$ cat config.mk
export PLATFORM = sky130hd
export DESIGN_NAME = spill_calc
export DESIGN_NICKNAME = d
export VERILOG_FILES = /design/src/rtl/spill_pkg.sv /design/src/rtl/spill_seq.sv /design/src/rtl/spill_alu.sv /design/src/rtl/spill_scratch.sv /design/src/rtl/spill_calc.sv
export SDC_FILE = /design/constraint.sdc
export NUM_CORES = 1
export LEC_CHECK = 0
export BUFFER_PORTS_ARGS = -buffer_cell sky130_fd_sc_hd__buf_4
export CAP_MARGIN = 20
export CORE_UTILIZATION = 55
export CTS_BUF_LIST = sky130_fd_sc_hd__clkbuf_16
export CTS_CLUSTER_SIZE = 30
export DETAILED_ROUTE_END_ITERATION = 10
export PLACE_DENSITY = 0.78
export RECOVER_POWER = 50
export SETUP_SLACK_MARGIN = 0.15
export SLEW_MARGIN = 0
export SYNTH_ARGS = -nofsm -noshare
export SYNTH_HDL_FRONTEND = slang
export SYNTH_SLANG_ARGS = --single-unit
export TNS_END_PERCENT = 1
$ cat constraint.sdc
create_clock -name clk -period 4.6 [get_ports clk]
set_input_delay 0.92 -clock clk [delete_from_list [all_inputs] [get_ports clk]]
set_output_delay 0.92 -clock clk [all_outputs]
set_load 0.05 [all_outputs]
$ cat src/rtl/spill_pkg.sv
package spill_pkg;

    localparam int SCR_AW = 3;
    localparam logic [SCR_AW-1:0] SPILL_SLOT = 3'd4;

    localparam logic [2:0] FN_NONE = 3'b000;
    localparam logic [2:0] FN_SUB  = 3'b010;
    localparam logic [2:0] FN_ADD  = 3'b011;
    localparam logic [2:0] FN_MUL  = 3'b110;

    typedef enum logic [2:0] {
        S_LDA = 3'b000,
        S_LDB = 3'b001,
        S_SUM = 3'b010,
        S_DIF = 3'b011,
        S_FET = 3'b100,
        S_MUL = 3'b101
    } step_e;

    typedef struct packed {
        logic              ld_x;
        logic              ld_y;
        logic              src_in;
        logic              src_alu;
        logic              cap_out;
        logic [2:0]        fn;
        logic [SCR_AW-1:0] addr;
        logic              rd;
        logic              wr;
    } ctrl_t;

endpackage

$ cat src/rtl/spill_seq.sv
module spill_seq
    import spill_pkg::*;
(
    input  logic  clk,
    input  logic  rst_n,
    output step_e state_q,
    output ctrl_t ctrl
);

    step_e state_d;

    always_ff @(posedge clk) begin
        if (!rst_n) state_q <= S_LDA;
        else        state_q <= state_d;
    end

    always_comb begin
        ctrl    = '0;
        state_d = S_LDA;
        unique case (state_q)
            S_LDA: begin
                ctrl.ld_x   = 1'b1;
                ctrl.src_in = 1'b1;
                state_d     = S_LDB;
            end
            S_LDB: begin
                ctrl.ld_y   = 1'b1;
                ctrl.src_in = 1'b1;
                state_d     = S_SUM;
            end
            S_SUM: begin
                ctrl.fn      = FN_ADD;
                ctrl.src_alu = 1'b1;
                ctrl.addr    = SPILL_SLOT;
                ctrl.wr      = 1'b1;
                state_d      = S_DIF;
            end
            S_DIF: begin
                ctrl.fn      = FN_SUB;
                ctrl.src_alu = 1'b1;
                ctrl.ld_x    = 1'b1;
                state_d      = S_FET;
            end
            S_FET: begin
                ctrl.addr = SPILL_SLOT;
                ctrl.rd   = 1'b1;
                ctrl.ld_y = 1'b1;
                state_d   = S_MUL;
            end
            S_MUL: begin
                ctrl.fn      = FN_MUL;
                ctrl.src_alu = 1'b1;
                ctrl.cap_out = 1'b1;
                state_d      = S_LDA;
            end
            default: begin
                ctrl    = '0;
                state_d = S_LDA;
            end
        endcase
    end

    // fixed step order
    p_step_advance_r2: assert property (@(posedge clk) disable iff (!rst_n)
        (state_q != S_MUL) |=> (3'(state_q) == 3'($past(state_q)) + 3'd1));
    p_step_wrap_r2: assert property (@(posedge clk) disable iff (!rst_n)
        (state_q == S_MUL) |=> (state_q == S_LDA));

endmodule

$ cat src/rtl/spill_alu.sv
module spill_alu
    import spill_pkg::*;
#(
    parameter int DATA_W = 8
) (
    input  logic [2:0]        fn,
    input  logic [DATA_W-1:0] a,
    input  logic [DATA_W-1:0] b,
    output logic [DATA_W-1:0] y
);

    always_comb begin
        unique case (fn)
            FN_ADD:  y = a + b;
            FN_SUB:  y = a - b;
            FN_MUL:  y = a * b;
            default: y = '0;
        endcase
    end

endmodule

$ cat src/rtl/spill_scratch.sv
module spill_scratch #(
    parameter int DATA_W = 8,
    parameter int AW     = 3
) (
    input  logic              clk,
    input  logic              rst_n,
    input  logic [AW-1:0]     addr,
    input  logic              rd,
    input  logic              wr,
    input  logic [DATA_W-1:0] wdata,
    output logic [DATA_W-1:0] rdata
);

    localparam int DEPTH = 1 << AW;

    logic [DATA_W-1:0] mem [DEPTH];

    always_ff @(posedge clk) begin
        if (!rst_n) begin
            for (int i = 0; i < DEPTH; i++) mem[i] <= '0;
        end else if (wr) begin
            mem[addr] <= wdata;
        end
    end

    assign rdata = rd ? mem[addr] : '0;

    // a read and a write never share a cycle
    p_no_rd_wr_r5: assert property (@(posedge clk) disable iff (!rst_n)
        !(rd && wr));

endmodule

$ cat src/rtl/spill_calc.sv
module spill_calc
    import spill_pkg::*;
#(
    parameter int DATA_W = 8
) (
    input  logic              clk,
    input  logic              rst_n,
    input  logic [DATA_W-1:0] operand,
    output logic [DATA_W-1:0] result,
    output logic              result_vld,
    output logic [2:0]        step
);

    step_e             state_q;
    ctrl_t             ctrl;
    logic [DATA_W-1:0] x_q, y_q, alu_y, scr_q, bus;

    spill_seq u_seq (
        .clk     (clk),
        .rst_n   (rst_n),
        .state_q (state_q),
        .ctrl    (ctrl)
    );

    spill_alu #(.DATA_W(DATA_W)) u_alu (
        .fn (ctrl.fn),
        .a  (x_q),
        .b  (y_q),
        .y  (alu_y)
    );

    spill_scratch #(.DATA_W(DATA_W), .AW(SCR_AW)) u_scr (
        .clk   (clk),
        .rst_n (rst_n),
        .addr  (ctrl.addr),
        .rd    (ctrl.rd),
        .wr    (ctrl.wr),
        .wdata (bus),
        .rdata (scr_q)
    );

    // wired-OR bus: each source gated by its own enable
    always_comb begin
        bus = ({DATA_W{ctrl.src_in}}  & operand)
            | ({DATA_W{ctrl.src_alu}} & alu_y)
            | ({DATA_W{ctrl.rd}}      & scr_q);
    end

    always_ff @(posedge clk) begin
        if (!rst_n) begin
            x_q        <= '0;
            y_q        <= '0;
            result     <= '0;
            result_vld <= 1'b0;
        end else begin
            if (ctrl.ld_x)    x_q    <= bus;
            if (ctrl.ld_y)    y_q    <= bus;
            if (ctrl.cap_out) result <= bus;
            result_vld <= ctrl.cap_out;
        end
    end

    assign step = state_q;

    // one bus driver at most
    p_one_source_r5: assert property (@(posedge clk) disable iff (!rst_n)
        $onehot0({ctrl.src_in, ctrl.src_alu, ctrl.rd}));

    // ALU drives only with a defined function
    p_fn_legal_r6: assert property (@(posedge clk) disable iff (!rst_n)
        ctrl.src_alu |-> (ctrl.fn == FN_ADD || ctrl.fn == FN_SUB || ctrl.fn == FN_MUL));

    // valid pulse only after the multiply step
    p_vld_after_mul_r4: assert property (@(posedge clk) disable iff (!rst_n)
        result_vld |-> ($past(state_q) == S_MUL));

    // result changes only with a valid pulse
    p_result_hold_r8: assert property (@(posedge clk) disable iff (!rst_n)
        !$stable(result) |-> result_vld);

endmodule

# Word-level counts from Yosys, hierarchy flattened
# Memory sizes are Yosys's and may differ from the RTL's.
# Index checks and enable logic that the tools add are counted.
# totals
ff_bits	28
mem_bits_rw	64
in_bits	10
out_inout_bits	12
elab_cells	48
n_memories	1
# op_classes
addsub	2
n_mul	1
eq_ne	8
n_mux	19
bitwise_logic	5
reduce_logical	7
# mem_list
name	words	width	read_ports	rd_clocked_by_memory_dff	wr	line	rtl
u_scr.mem	8	8	1	0	8	spill_scratch.sv:16	logic [DATA_W-1:0] mem [DEPTH];
# ops
operator	count
8-bit AND	3
8-bit case mux with 3 select lines	1
8-bit 2-to-1 mux	2
8-bit OR	2
3-bit case mux with 5 select lines	1
3-bit by 2-bit equality test with 1-bit output (second input constant)	4
1-bit 2-to-1 mux	12
3-bit equality test (second input constant)	3
3-bit case mux with 3 select lines	1
8-bit adder	1
8-bit by 8-bit multiplier with 8-bit output	1
2-bit OR reduction	4
8-bit OR reduction	1
8-bit subtractor	1
3-bit 2-to-1 mux	2
3-bit by 1-bit equality test with 1-bit output (second input constant)	1
3-bit logical NOT	1
3-bit OR reduction	1

# Depth between registers and ports, before layout
# logic_depth
word_depth	8
mapped_depth	16
depth_no_buf	15

# Hierarchy
# From an unflattened synthesis, not the netlist that was laid out.
# unflattened
hier_cells	552
area_unflattened_um2	5645.4
# modules_own_cells
module	n_inst	cells_per_inst	area_each_um2	seq_area_each_um2
spill_scratch	1	235	3072.9	1921.8
spill_alu	1	190	1430.1	0.0
spill_calc	1	97	898.4	500.5
spill_seq	1	30	244.0	60.1

# Least setup slack after synthesis
# OpenSTA, ideal clock, no wires.
# synth_path
kind	flip-flop to flip-flop
start	register y_q[2]
end	register result[7]
setup_time_ns	0.116
arrival_time_ns	3.910
required_time_ns	4.484
path_slack_ns	0.574
path_stages_with_launch	16
path_buffers	1
synth_period_minus_slack_ns	4.026
path_cell_list	dfxtp_1 clkbuf_1 nand2_1 fa_1 fa_1 inv_1 fa_1 inv_1 fa_1 inv_1 ha_1 a21oi_1 xnor3_1 xnor3_1 mux2i_1 nor2_1
# synth_via
elab_chain_len	5
elab_cells_between_ends	7
cone_classes	add/sub (2); mul (1); mux (1); bitwise (3)
# synth_lines
element	line	rtl
start, declared	spill_calc.sv:16	logic [DATA_W-1:0] x_q, y_q, alu_y, scr_q, bus;
start signal, assigned	spill_calc.sv:57	if (ctrl.ld_y) y_q <= bus;
8-bit by 8-bit multiplier with 8-bit output, or another cell as far along	spill_alu.sv:16	FN_MUL: y = a * b;
8-bit case mux with 3 select lines (*)	spill_alu.sv:13	unique case (fn)
8-bit AND (*)	spill_calc.sv:45	| ({DATA_W{ctrl.src_alu}} & alu_y)
8-bit OR (*)	spill_calc.sv:45	
8-bit OR (*)	spill_calc.sv:46	| ({DATA_W{ctrl.rd}} & scr_q);
end signal, assigned	spill_calc.sv:58	if (ctrl.cap_out) result <= bus;
end, declared	spill_calc.sv:9	output logic [DATA_W-1:0] result,
# Every way passes the cells marked *; elsewhere a longest branch is shown, timed or not.
# A chain may end at the register's enable or synchronous reset.

# Final worst setup path
# layout_path
start	register x_q[1]
end	register result[7]
# layout_via
elab_chain_len	5
elab_cells_between_ends	7
cone_classes	add/sub (2); mul (1); mux (1); bitwise (3)
# layout_lines
element	line	rtl
start, declared	spill_calc.sv:16	
start signal, assigned	spill_calc.sv:56	if (ctrl.ld_x) x_q <= bus;
8-bit by 8-bit multiplier with 8-bit output, or another cell as far along	spill_alu.sv:16	
8-bit case mux with 3 select lines (*)	spill_alu.sv:13	
8-bit AND (*)	spill_calc.sv:45	
8-bit OR (*)	spill_calc.sv:45	
8-bit OR (*)	spill_calc.sv:46	
# Marked as above.

==> run_results.csv <==
group,metric,value,unit
timing,timing.fmax,239,MHz
floorplan,num_rows,26,
floorplan,core,0.00511,sq mm
synthesis,syn-instance-count,342,
timing,finalHoldViolations,0,
synthesis,seq_area_frac_synth,27.5,%
global_route,antenna_found_initial,0,
timing,finalClockSkew,6.25,ps
worst_hold_path,hold_depth,2,
floorplan,dieArea,0.00559,sq mm
cells_and_area,syn2layout_area_growth,9.54,%
synthesis,ys.flop_type,"dfxtp_1",
job,drv_cap,0,
timing,fin_crit_sh,90.9,%
critical_path,cp_cell_sequence,"nand2_1 -> fa_1 -> fa_1 -> inv_1 -> fa_1 -> inv_1 -> fa_1 -> inv_1 -> ha_1 -> a21oi_1 -> xnor3_1 -> xnor3_1 -> mux2i_1 -> nor2_1",
cells_and_area,antennaDiodeCount,0,
clocking,h-tree-depth,2,
global_route,grt_usage,27.3,%
timing,worst_pin_slew,1050,ps
cells_and_area,final_cell_mix,"nor2_1 (46), inv_1 (36), a21oi_1 (26), dfxtp_1 (26)",
critical_path,arrival,4310,ps
clocking,clock_latency,280,ps
synthesis,synthArstFlopShare,0,%
route,ant_nets,0,
route,finalWirelength,6.90,mm
worst_hold_path,hold_path_class,"flip-flop to flip-flop",
clocking,cts_buffer_depth,2,
clocking,cts_hold_buf,0,
synthesis,yosysWarnings,0,
critical_path,end_kind,"flip-flop",
placement,dpl.hpwl,5.19,mm
cells_and_area,mostFrequentLayoutCell,"nor2_1",
clocking,cts.clk_slew.worst_paths,60,ps
global_route,grt_pass1_wl,11.1,mm
route,drt_iter0_markers,130,
synthesis,post_synth.cell_area_avg,8.51,sq um
critical_path,r2r_cells,14,
global_route,grt_max_degree,25,
timing,period_needed,4180,ps
critical_path,critPathMaxFanout,8,
power_and_ir_drop,p_leak,1.40,nW
cells_and_area,drive_gt1_share,6.72,%
floorplan,die_h,74.7,um
critical_path,crit_path_start_kind,"flip-flop",
global_route,grt_pass1_vias,2308,
timing,relSlewSlack,30.2,%
route,routed_via_density,5.64,
critical_path,cpMostUsedCell,"fa_1",
synthesis,synth_area,0.00291,sq mm
route,wl_per_cell,16.2,um
floorplan,die_w,74.7,um
placement,io_buffers,21,
synthesis,synth_edf_count,8,
global_route,grt_overflow_total,0,
power_and_ir_drop,cellPowerDensity,397,mW/mm^2
route,vias,2410,
placement,dp_slack,364,ps
synthesis,syn_nets,390,
clocking,cts_tree,"yes",
critical_path,cp.required,4730,ps
clocking,cts_root_buf,"clkbuf_16",
critical_path,critPathSlowestCell,"fa_1",
status,status,"finished clean",
power_and_ir_drop,vdd_drop_max,378,uV
route,drt_first_pass_iters,4,
timing,rsz0062_at_grt,"no",
synthesis,synth_cell_types,49,
timing,fin_setup_tns,0,ps
timing,setup_ws,416,ps
route,drc_errors,0,
cells_and_area,nets,404,
placement,gp_congestion,0.955,
timing,final-max-slew-violation-count,0,
clocking,clock_sinks,36,
clocking,cts-buffers-inserted,5,
synthesis,synth_seq_cells,36,
critical_path,critical_path_class,"flip-flop to flip-flop",
critical_path,slowest_delay,550,ps
floorplan,start_util,57.0,%
timing,setup_viol,0,
floorplan,pin_count,22,
stage by stage:
step / instances / total power, mW / utilization [%] / instance area (sq um) / hold WS, ps
floorplan: 342 / 0.770 / - / 2910 / 506
global placement: 418 / 0.869 / 60.1 / 3070 / 482
detailed placement: 418 / 0.884 / 60.1 / 3070 / 489
CTS: 426 / 1.26 / 63.3 / 3230 / 505
global route: 427 / 1.34 / 62.4 / 3190 / 530
finish: 427 / 1.26 / 62.4 / 3190 / 494
final timing paths:
kind	slack, ps	start	endpoint
hold / removal	490	result[6]$_SDFFE_PN0P_	result[6]$_SDFFE_PN0P_
hold reg to reg	490	result[6]$_SDFFE_PN0P_	result[6]$_SDFFE_PN0P_
setup / recovery	420	x_q[1]$_SDFFE_PN0P_	result[7]$_SDFFE_PN0P_
setup reg to reg	420	x_q[1]$_SDFFE_PN0P_	result[7]$_SDFFE_PN0P_
logic make-up (layout without fill, tap and decap cells):
logic type / after synthesis / after routing / share of synthesized area, %
AND/OR/NAND/NOR: 117 / 117 / 19.0
AO/OA/AOI/OAI: 68 / 68 / 15.0
buffers and inverters: 52 / 67 / 7.78
adder cells (fa/ha/maj): 38 / 38 / 19.7
flip-flops: 36 / 36 / 27.5
XOR/XNOR: 21 / 21 / 7.52
multiplexers: 10 / 10 / 3.44
what timing repair did:
action | 4_1_cts | 5_1_grt
setup buffers | 0 | 0
gates resized for setup | 0 | 2
endpoints found under the setup margin | 0 | 1
endpoints found under the hold margin | 0 | 0
layout make-up:
type	instances	area (sq um)
clock buffers	5	125
clock inverters	3	37.5
fillers	458	1920
inverters	36	135
multi-input cells	254	1880
flip-flops and latches	36	803
well taps	70	87.6
repair buffers	23	120
flip-flops by register name, summed over array words and instances (netlist names):
name           cells
result             8
result_vld         1
u_scr.mem          8
u_seq.state_q      3
x_q                8
y_q                8
routing by layer:
layer | vias up | GRT usage [%] | share of wire [%]
met4 | 0 | 13.0 | 3.8
met2 | 76 | 44.5 | 48
met3 | 17 | 4.28 | 6.1
li1 | 1179 | - | -
met5 | - | 0 | 0
met1 | 1138 | 35.6 | 42
synthesized netlist by cell type, types with 2 or more instances:
cell      instances  area (sq um)
a211oi_1         16           120
a21o_1            2          15.0
a21oi_1          25           125
and2_1           12          75.1
buf_2             5          25.0
buf_6             2          22.5
clkbuf_1          7          26.3
dfxtp_1          28           561
edfxtp_1          8           240
fa_1             13           260
ha_1             25           313
inv_1            36           135
mux2i_1          10           100
nand2_1          25          93.8
nand2_2           2          12.5
nand2b_1          2          12.5
nand3_1           2          10.0
nor2_1           46           173
nor2b_1           3          18.8
nor3_1           11          55.1
nor3b_1           2          15.0
nor4_1            3          18.8
o211a_1           2          20.0
o21a_1            3          22.5
o21ai_0           7          35.0
o221ai_1          2          17.5
o22ai_1           3          18.8
or2_0             2          12.5
xnor2_1          14           123
xnor3_1           2          45.0
xor2_1            4          35.0
worst max-delay path: cells and delay by family (launching register included):
kind / cells / cell delay (ps)
buffers and inverters: 3 / 160
AO/OA/AOI/OAI: 1 / 160
AND/OR/NAND/NOR: 2 / 200
adder cells (fa/ha/maj): 5 / 2340
flip-flops: 1 / 480
XOR/XNOR: 2 / 580
multiplexers: 1 / 130
where the power goes:
part           switching, mW  leakage, nW  internal, mW
clock                  0.124       0.0789         0.252
combinational          0.273         1.01         0.192
sequential            0.0667        0.315         0.358
total                  0.463         1.40         0.801
Note: power is estimated with default switching activity, not from simulation.
